`src/rtl/swq_pkg.sv`:
```
package swq_pkg;

    localparam int ADDR_W = 9;
    localparam int DATA_W = 8;

    typedef enum logic [1:0] {
        BUS_IDLE  = 2'b00,
        BUS_RD    = 2'b01,
        BUS_WR    = 2'b10,
        BUS_BLOCK = 2'b11
    } bus_mode_e;

    // Synchronised control lines; sel/oe/wr are active low
    typedef struct packed {
        logic sel_n;
        logic oe_n;
        logic wr_n;
        logic low;
    } pins_t;

    localparam pins_t PINS_RESET = '{sel_n: 1'b1, oe_n: 1'b1, wr_n: 1'b1, low: 1'b0};

    typedef struct packed {
        logic [ADDR_W-1:0] addr;
        logic [DATA_W-1:0] data;
    } wr_word_t;

    function automatic bus_mode_e decode_mode(pins_t p);
        if (p.low)                  return BUS_BLOCK;
        if (p.sel_n)                return BUS_IDLE;
        if (!p.oe_n && p.wr_n)      return BUS_RD;
        if (p.oe_n && !p.wr_n)      return BUS_WR;
        return BUS_BLOCK;
    endfunction

    // A window ending is honoured only if a strobe rose and nothing inhibits
    function automatic logic release_ok(pins_t p);
        return (p.sel_n || p.wr_n) && p.oe_n && !p.low;
    endfunction

endpackage

```
`src/rtl/swq_sync.sv`:
```
module swq_sync #(
    parameter int               WIDTH     = 1,
    parameter int               STAGES    = 2,
    parameter logic [WIDTH-1:0] RESET_VAL = '0
) (
    input  logic             clk,
    input  logic             rst,
    input  logic [WIDTH-1:0] d,
    output logic [WIDTH-1:0] q
);

    logic [WIDTH-1:0] stage [STAGES];

    generate
        for (genvar i = 0; i < STAGES; i++) begin : g_stage
            if (i == 0) begin : g_first
                always_ff @(posedge clk) begin
                    if (rst) stage[0] <= RESET_VAL;
                    else     stage[0] <= d;
                end
            end else begin : g_next
                always_ff @(posedge clk) begin
                    if (rst) stage[i] <= RESET_VAL;
                    else     stage[i] <= stage[i-1];
                end
            end
        end
    endgenerate

    assign q = stage[STAGES-1];

endmodule

```
`src/rtl/swq_mode_decode.sv`:
```
module swq_mode_decode
    import swq_pkg::*;
(
    input  pins_t     pins,
    output bus_mode_e mode,
    output logic      drive
);

    always_comb begin
        mode  = decode_mode(pins);
        drive = (mode == BUS_RD);
    end

endmodule

```
`src/rtl/swq_write_qual.sv`:
```
module swq_write_qual
    import swq_pkg::*;
#(
    parameter int MIN_PULSE = 3
) (
    input  logic      clk,
    input  logic      rst,
    input  bus_mode_e mode,
    input  pins_t     pins,
    input  wr_word_t  bus_word,
    output logic      evt,
    output wr_word_t  evt_word
);

    localparam int CW = $clog2(MIN_PULSE + 1);
    localparam logic [CW-1:0] LIMIT = CW'(MIN_PULSE);

    logic          active, active_q;
    logic [CW-1:0] run_cnt;
    wr_word_t      cap;
    logic          window_end, accept;

    always_comb begin
        active     = (mode == BUS_WR);
        window_end = active_q && !active;
        accept     = window_end && (run_cnt >= LIMIT) && release_ok(pins);
    end

    always_ff @(posedge clk) begin
        if (rst) begin
            active_q <= 1'b0;
            run_cnt  <= '0;
            cap      <= '0;
        end else begin
            active_q <= active;
            if (active) begin
                if (!active_q) begin
                    cap.addr <= bus_word.addr;   // later falling edge
                    run_cnt  <= CW'(1);
                end else if (run_cnt < LIMIT) begin
                    run_cnt  <= run_cnt + CW'(1);
                end
                cap.data <= bus_word.data;       // keeps last in-window value
            end else begin
                run_cnt <= '0;
            end
        end
    end

    always_ff @(posedge clk) begin
        if (rst) begin
            evt      <= 1'b0;
            evt_word <= '0;
        end else begin
            evt <= accept;
            if (accept) evt_word <= cap;
        end
    end

endmodule

```
`src/rtl/strobe_write_qual.sv`:
```
module strobe_write_qual
    import swq_pkg::*;
#(
    parameter int SYNC_STAGES = 2,
    parameter int MIN_PULSE   = 3
) (
    input  logic              clk,
    input  logic              rst,
    input  logic              chip_sel_n,
    input  logic              out_en_n,
    input  logic              wr_en_n,
    input  logic              supply_low,
    input  logic [ADDR_W-1:0] addr_in,
    input  logic [DATA_W-1:0] data_in,
    output logic [1:0]        mode,
    output logic              bus_drive,
    output logic              wr_pulse,
    output logic [ADDR_W-1:0] wr_addr,
    output logic [DATA_W-1:0] wr_data
);

    localparam int PW = $bits(pins_t);
    localparam int WW = $bits(wr_word_t);

    pins_t     raw_pins, s_pins;
    wr_word_t  raw_word, s_word, ev_word;
    bus_mode_e cur_mode;

    assign raw_pins = '{sel_n: chip_sel_n, oe_n: out_en_n, wr_n: wr_en_n, low: supply_low};
    assign raw_word = '{addr: addr_in, data: data_in};

    swq_sync #(.WIDTH(PW), .STAGES(SYNC_STAGES), .RESET_VAL(PINS_RESET)) u_pin_sync (
        .clk (clk),
        .rst (rst),
        .d   (raw_pins),
        .q   (s_pins)
    );

    // Same depth as the strobes so the bus word stays aligned with them
    swq_sync #(.WIDTH(WW), .STAGES(SYNC_STAGES), .RESET_VAL('0)) u_word_pipe (
        .clk (clk),
        .rst (rst),
        .d   (raw_word),
        .q   (s_word)
    );

    swq_mode_decode u_decode (
        .pins  (s_pins),
        .mode  (cur_mode),
        .drive (bus_drive)
    );

    swq_write_qual #(.MIN_PULSE(MIN_PULSE)) u_qual (
        .clk      (clk),
        .rst      (rst),
        .mode     (cur_mode),
        .pins     (s_pins),
        .bus_word (s_word),
        .evt      (wr_pulse),
        .evt_word (ev_word)
    );

    assign mode    = cur_mode;
    assign wr_addr = ev_word.addr;
    assign wr_data = ev_word.data;

endmodule

```
`config.mk`:
```
export PLATFORM = sky130hd
export DESIGN_NAME = strobe_write_qual
export DESIGN_NICKNAME = d
export VERILOG_FILES = /design/src/rtl/swq_pkg.sv /design/src/rtl/swq_sync.sv /design/src/rtl/swq_mode_decode.sv /design/src/rtl/swq_write_qual.sv /design/src/rtl/strobe_write_qual.sv
export SDC_FILE = /design/constraint.sdc
export NUM_CORES = 1
export LEC_CHECK = 0
export ABC_AREA = 0
export ABC_CLOCK_PERIOD_IN_PS = 1870
export BUFFER_PORTS_ARGS = -buffer_cell sky130_fd_sc_hd__buf_2
export CAP_MARGIN = 20
export CORE_MARGIN = 8
export CORE_UTILIZATION = 40
export DETAILED_ROUTE_END_ITERATION = 6
export MAX_ROUTING_LAYER = met4
export PLACE_DENSITY = 0.69
export SLEW_MARGIN = 20
export SYNTH_ARGS = -nofsm -noshare
export SYNTH_HDL_FRONTEND = slang
export SYNTH_HIERARCHICAL = 1
export SYNTH_SLANG_ARGS = --single-unit
```
`constraint.sdc`:
```
create_clock -name clk -period 1.87 [get_ports clk]
set_clock_uncertainty 0.2 [all_clocks]
set_input_delay 0.187 -clock clk [delete_from_list [all_inputs] [get_ports clk]]
set_output_delay 0.187 -clock clk [all_outputs]
set_load 0.005 [all_outputs]
```
# After elaboration in Yosys (flattened, before gate mapping)
# Memory sizes are Yosys's and may differ from the RTL's.
# Cells that the tools add are included.
[word_totals]
reg_bits = 38
word_cells = 64
output_inout_bits = 21
input_bits = 23
ramBits = 42
mem_count = 2
[classes]
n_reduce_logical = 15
eq_ne = 3
bitwise = 6
addsub = 1
order_cmp = 2
muxes = 27
[mem_list]
columns = ["memory", "words", "word_bits", "read_ports", "rd_ports_with_merged_regs", "wr", "line", "text"]
rows = [
  ["u_word_pipe.stage", 2, 17, 2, 0, 2, "swq_sync.sv:12", "logic [WIDTH-1:0] stage [STAGES];"],
  ["u_pin_sync.stage", 2, 4, 2, 0, 2, "swq_sync.sv:12", ""],
]
[ops]
columns = ["op", "n"]
rows = [
  ["$mux 17", 2],
  ["$mux 2", 8],
  ["$mux 1", 15],
  ["$mux 4", 2],
  ["$logic_and 1x1->1", 7],
  ["$logic_not 1->1", 4],
  ["$or 1x1->1", 4],
  ["$reduce_or 3->1", 1],
  ["$add 2x1->2 const B", 1],
  ["$eq 2x1->1 const B", 1],
  ["$eq 2x2->1 const B", 1],
  ["$ge 2x2->1 const B", 1],
  ["$lt 2x2->1 const B", 1],
  ["$ne 2x2->1 const B", 1],
  ["$not 1->1", 2],
  ["$reduce_and 2->1", 1],
  ["$reduce_or 2->1", 1],
  ["$logic_or 1x1->1", 1],
]

# Longest topological paths before layout
# An unclocked memory read counts as a cell.
[depth]
ltp_word = 18
ltp_mapped = 8
mapped_depth_nobuf = 5

# Hierarchy
# The synthesis kept the hierarchy.
[modules_own_cells]
columns = ["module", "cells_each", "area_each_um2", "instances", "seq_area_each_um2"]
rows = [
  ["swq_write_qual", 165, 1544.0, 1, 760.7],
  ["swq_sync (u_word_pipe)", 71, 937.1, 1, 680.7],
  ["swq_sync (u_pin_sync)", 16, 210.2, 1, 160.2],
  ["swq_mode_decode", 5, 42.5, 1, 0.0],
]

# Worst setup path before layout
# No wires, ideal clock.
[synth_timing]
path_kind = "register to register"
start = "mem u_pin_sync/stage[1][2] in the netlist's numbering"
end = "reg u_qual/evt_word[10] in the netlist's numbering"
path_stages_with_launch = 9
required_time_ps = 1598
period_less_slack_ps = 1830
path_buffers = 3
path_slack_ps = 40
t_arrival_ps = 1559
setup_time_ps = 72
path_cell_list = "dfxtp_1 nor2b_1 o21bai_1 nor2b_1 buf_4 nor3_2 buf_4 buf_12 mux2i_1"
[synth_rtl]
columns = ["item", "line", "text"]
rows = [
  ["start, declared", "swq_sync.sv:12", ""],
  ["end signal, assigned", "swq_write_qual.sv:56", "if (accept) evt_word <= cap;"],
  ["end, declared", "swq_write_qual.sv:12", "output wr_word_t evt_word"],
]

# Worst setup path in the final report
[layout_timing]
start = "reg u_qual.run_cnt[0]"
end = "reg u_qual/evt_word[16] in the netlist's numbering"
[layout_via]
elab_chain_cells = 3
[layout_lines]
columns = ["item", "line", "text"]
rows = [
  ["start, declared", "swq_write_qual.sv:19", "logic [CW-1:0] run_cnt;"],
  ["start signal, assigned", "swq_write_qual.sv:41", "run_cnt <= run_cnt + CW'(1);"],
  ["$ge 2x2->1", "swq_write_qual.sv:26", "accept = window_end && (run_cnt >= LIMIT) && release_ok(pins);"],
  ["$logic_and 1x1->1 (2 in series)", "swq_write_qual.sv:26", ""],
]
# Every way passes these cells.
# A chain may end at the register's enable or synchronous reset.

==> out/metrics.csv <==
stage,metric,value,unit
run_status,run_status,finished clean,
detailed_routing,dr_wl_met3,169,um
cells_and_area,regArea,1602,sq um
cells_and_area,antenna_cells,0,
power_and_ir_drop,power.internal,2.394,mW
critical_path,endpoint_kind,flip-flop,
clock_network,cts_tree,yes,
power_and_ir_drop,total_power,3.000,mW
detailed_routing,drtAntennaViolNets,0,
detailed_routing,drt-initial-drc-count,73,
cells_and_area,utilization,0.5123,
power_and_ir_drop,power_frac_seq,0.590,
yosys,synth_top_area_frac,0.5858,
yosys,synthArstFlopShare,0,
power_and_ir_drop,vdd_drop_max,0.0003228,V
detailed_routing,vias,1707,
cells_and_area,nFillCells,618,
yosys,synth_edf_count,0,
job,drv_cap,0,
yosys,synthCells,257,
detailed_routing,met2_length,1.911,mm
placement,dp_hpwl,2.777,mm
detailed_routing,finalWirelength,4.479,mm
cells_and_area,multi_input_area,1042,sq um
sta,worst_pin_slew,0.3529,ns
power_and_ir_drop,power_switching,605.6,uW
sta,finalCritPeriodShare,0.9158,
global_routing,grt.overflow.total,0,
min_path,hp-class,flip-flop to flip-flop,
clock_network,cts_root_buf,clkbuf_8,
die,die_height,98.67,um
detailed_routing,highest_layer,met4,
yosys,avgSynthCellArea,10.64,sq um
sta,final-setup-viol-count,0,
die,num_io_pins,44,
die,die_w,98.67,um
clock_network,numCtsBuffers,9,
global_routing,grt_start_max_net_pins,89,
clock_network,post-cts-setup-buffers,0,
critical_path,criticalPathCategory,flip-flop to flip-flop,
die,row_count,30,
die,die_area,9736,sq um
placement,numPortBuffers,43,
yosys,ys.flop_type,dfxtp_1,
sta,final_max_slew_viol_count,0,
sta,grt_setup_unrepaired,no,
die,core,6719,sq um
clock_network,clock_sinks,80,
yosys,netlist_top_cells_area,"dfxtp_1, nand2b_1, nor2b_1",
placement,gp_congestion,0.7600,
yosys,synth_simple_gate_area_frac,0.2453,
clock_network,h-tree-depth,3,
clock_network,clk_path_buf_depth,2,
yosys,synth_compound_area_frac,0.05584,
sta,fin_setup_tns,0,ns
sta,timing.final.crit_period,1.713,ns
global_routing,grt_usage,0.1015,
detailed_routing,route.detailed.drc,0,
yosys,synthesis.area,2734,sq um
yosys,synth_top_family_by_area,simple AND/OR/NAND/NOR gates,
yosys,yosysWarnings,6,
yosys,synth.top_cells.by_count,"dfxtp_1, nand2b_1, nor2b_1",
clock_network,cts.clk_slew.worst_paths,0.07,ns
power_and_ir_drop,clkPwrFrac,0.348,
yosys,yosysTopAreaCell,dfxtp_1,
power_and_ir_drop,leakagePower,1.349,nW
die,start_util,0.4069,
yosys,syn-num-nets,281,
yosys,synthAdderAreaFrac,0.004577,
yosys,synth-seq-area-share,0.5858,
critical_path,path_max_fanout,17,
global_routing,grt_pass1_vias,1654,
cells_and_area,syn_to_final_growth,25.90,%
critical_path,cp.arrival,1.78,ns
sta,max_clock_freq,583.9,MHz
clock_network,clk_latency,0.34,ns
cells_and_area,layout-drive-gt1-share,0.2128,
detailed_routing,viasPerCell,4.174,
cells_and_area,design_area,3442,sq um
sta,finalHoldViolations,0,
detailed_routing,wire_per_inst,10.95,um
power_and_ir_drop,p_per_area,871.4,nW/um^2
global_routing,antenna_found_initial,0,
sta,max_slew_margin,0.7645,
detailed_routing,drt_pass1_iterations,4,
yosys,synthMuxAreaShare,0.06636,
power_and_ir_drop,pwr-share-comb,0.062,
global_routing,grt_pass1_wl,7.555,mm
power_and_ir_drop,netSwitchingFraction,0.2019,
critical_path,cp.required,1.93,ns
detailed_routing,m1WireLength,2.325,mm
yosys,synth_seq_cells,80,
yosys,synth_cell_type_count,26,
critical_path,worst_setup_path_start_kind,flip-flop,
cells_and_area,nets,351,
yosys,synth-xor-area-share,0.003204,
placement,place_area,3012,sq um
yosys,yosysMostFrequentCell,dfxtp_1,
==> power groups by stage <==
stage	clock network (mW)	registers, mW	logic (mW)
6_report	1.04	1.77	0.187
5_1_grt	1.16	1.77	0.207
4_1_cts	1.09	1.77	0.184
3_5_place_dp	0	1.81	0.143
3_3_place_gp	0	1.81	0.141
2_1_floorplan	0	1.80	0.102
==> stage by stage <==
stage / hold slack [ns] / std cells / setup slack (ns)
after global placement: 0.1634 / 370 / 0.2014
final: 0.2065 / 409 / 0.1574
after floorplan: 0.05861 / 257 / 0.03956
after CTS: 0.2077 / 409 / 0.1376
after detailed placement: 0.1651 / 370 / 0.1447
after global routing: 0.2210 / 409 / 0.009959
==> sequential cells by signal, indices dropped and copies added, names as in the netlist <==
signal,cells
u_word_pipe/stage,34
u_qual/evt,1
u_pin_sync/stage,8
u_qual/evt_word,17
u_qual/run_cnt,2
u_qual/active_q,1
u_qual/cap,17
==> worst paths after layout <==
kind | from | to | slack, ns | cells after the start
setup / recovery | u_qual/run_cnt[0] | u_qual/evt_word[16] | 0.16 | 5
hold / removal | u_pin_sync/stage[0][1] | u_pin_sync/stage[1][1] | 0.21 | 1
setup reg to reg | u_qual/run_cnt[0] | u_qual/evt_word[16] | 0.16 | 5
hold reg to reg | u_pin_sync/stage[0][1] | u_pin_sync/stage[1][1] | 0.21 | 1
==> critical path: stages, from the launching register on <==
cell	delay [ns]
dfxtp_1	0.36
ha_1	0.23
nand4b_1	0.20
nor3_4	0.26
buf_12	0.19
mux2i_1	0.20
==> routing by layer <==
metal	GRT usage	vias to the layer above
met5	-	-
met4	0.07084	0
met3	0.03453	4
met2	0.1470	38
met1	0.1158	704
li1	-	961
==> area by class of cell <==
class / count / area share
Sequential cell: 80 / 0.4653
Multi-Input combinational cell: 162 / 0.3028
Timing Repair Buffer: 74 / 0.1563
Clock buffer: 12 / 0.04507
Tap cell: 80 / 0.02908
Clock inverter: 1 / 0.001454
==> cell families after synthesis <==
kind of cell / Yosys count
flops: 80
fa+ha+maj: 1
buf+inv: 15
mux: 18
compound gates: 29
xor+xnor: 1
simple gates: 113
==> placed cells by master (no fill, tap or decap), types with 6 or more instances in the layout <==
master / netlist / routed
mux2i_1: 17 / 17
dlygate4sd3_1: 0 / 26
buf_2: 3 / 43
clkbuf_8: 0 / 11
dfxtp_1: 80 / 80
nor2b_1: 34 / 34
o21ai_1: 9 / 9
nand2b_1: 35 / 35
nand2_1: 25 / 25
or2_1: 6 / 6
a21oi_1: 17 / 17
==> timing repair <==
item | 4_1_cts | 5_1_grt
hold buffers | 26 | 0
hold endpoints to repair | 25 | 0
endpoints found under the setup margin | 0 | 5
gates resized for setup | 0 | 2
(Power assumes the default switching activity.)
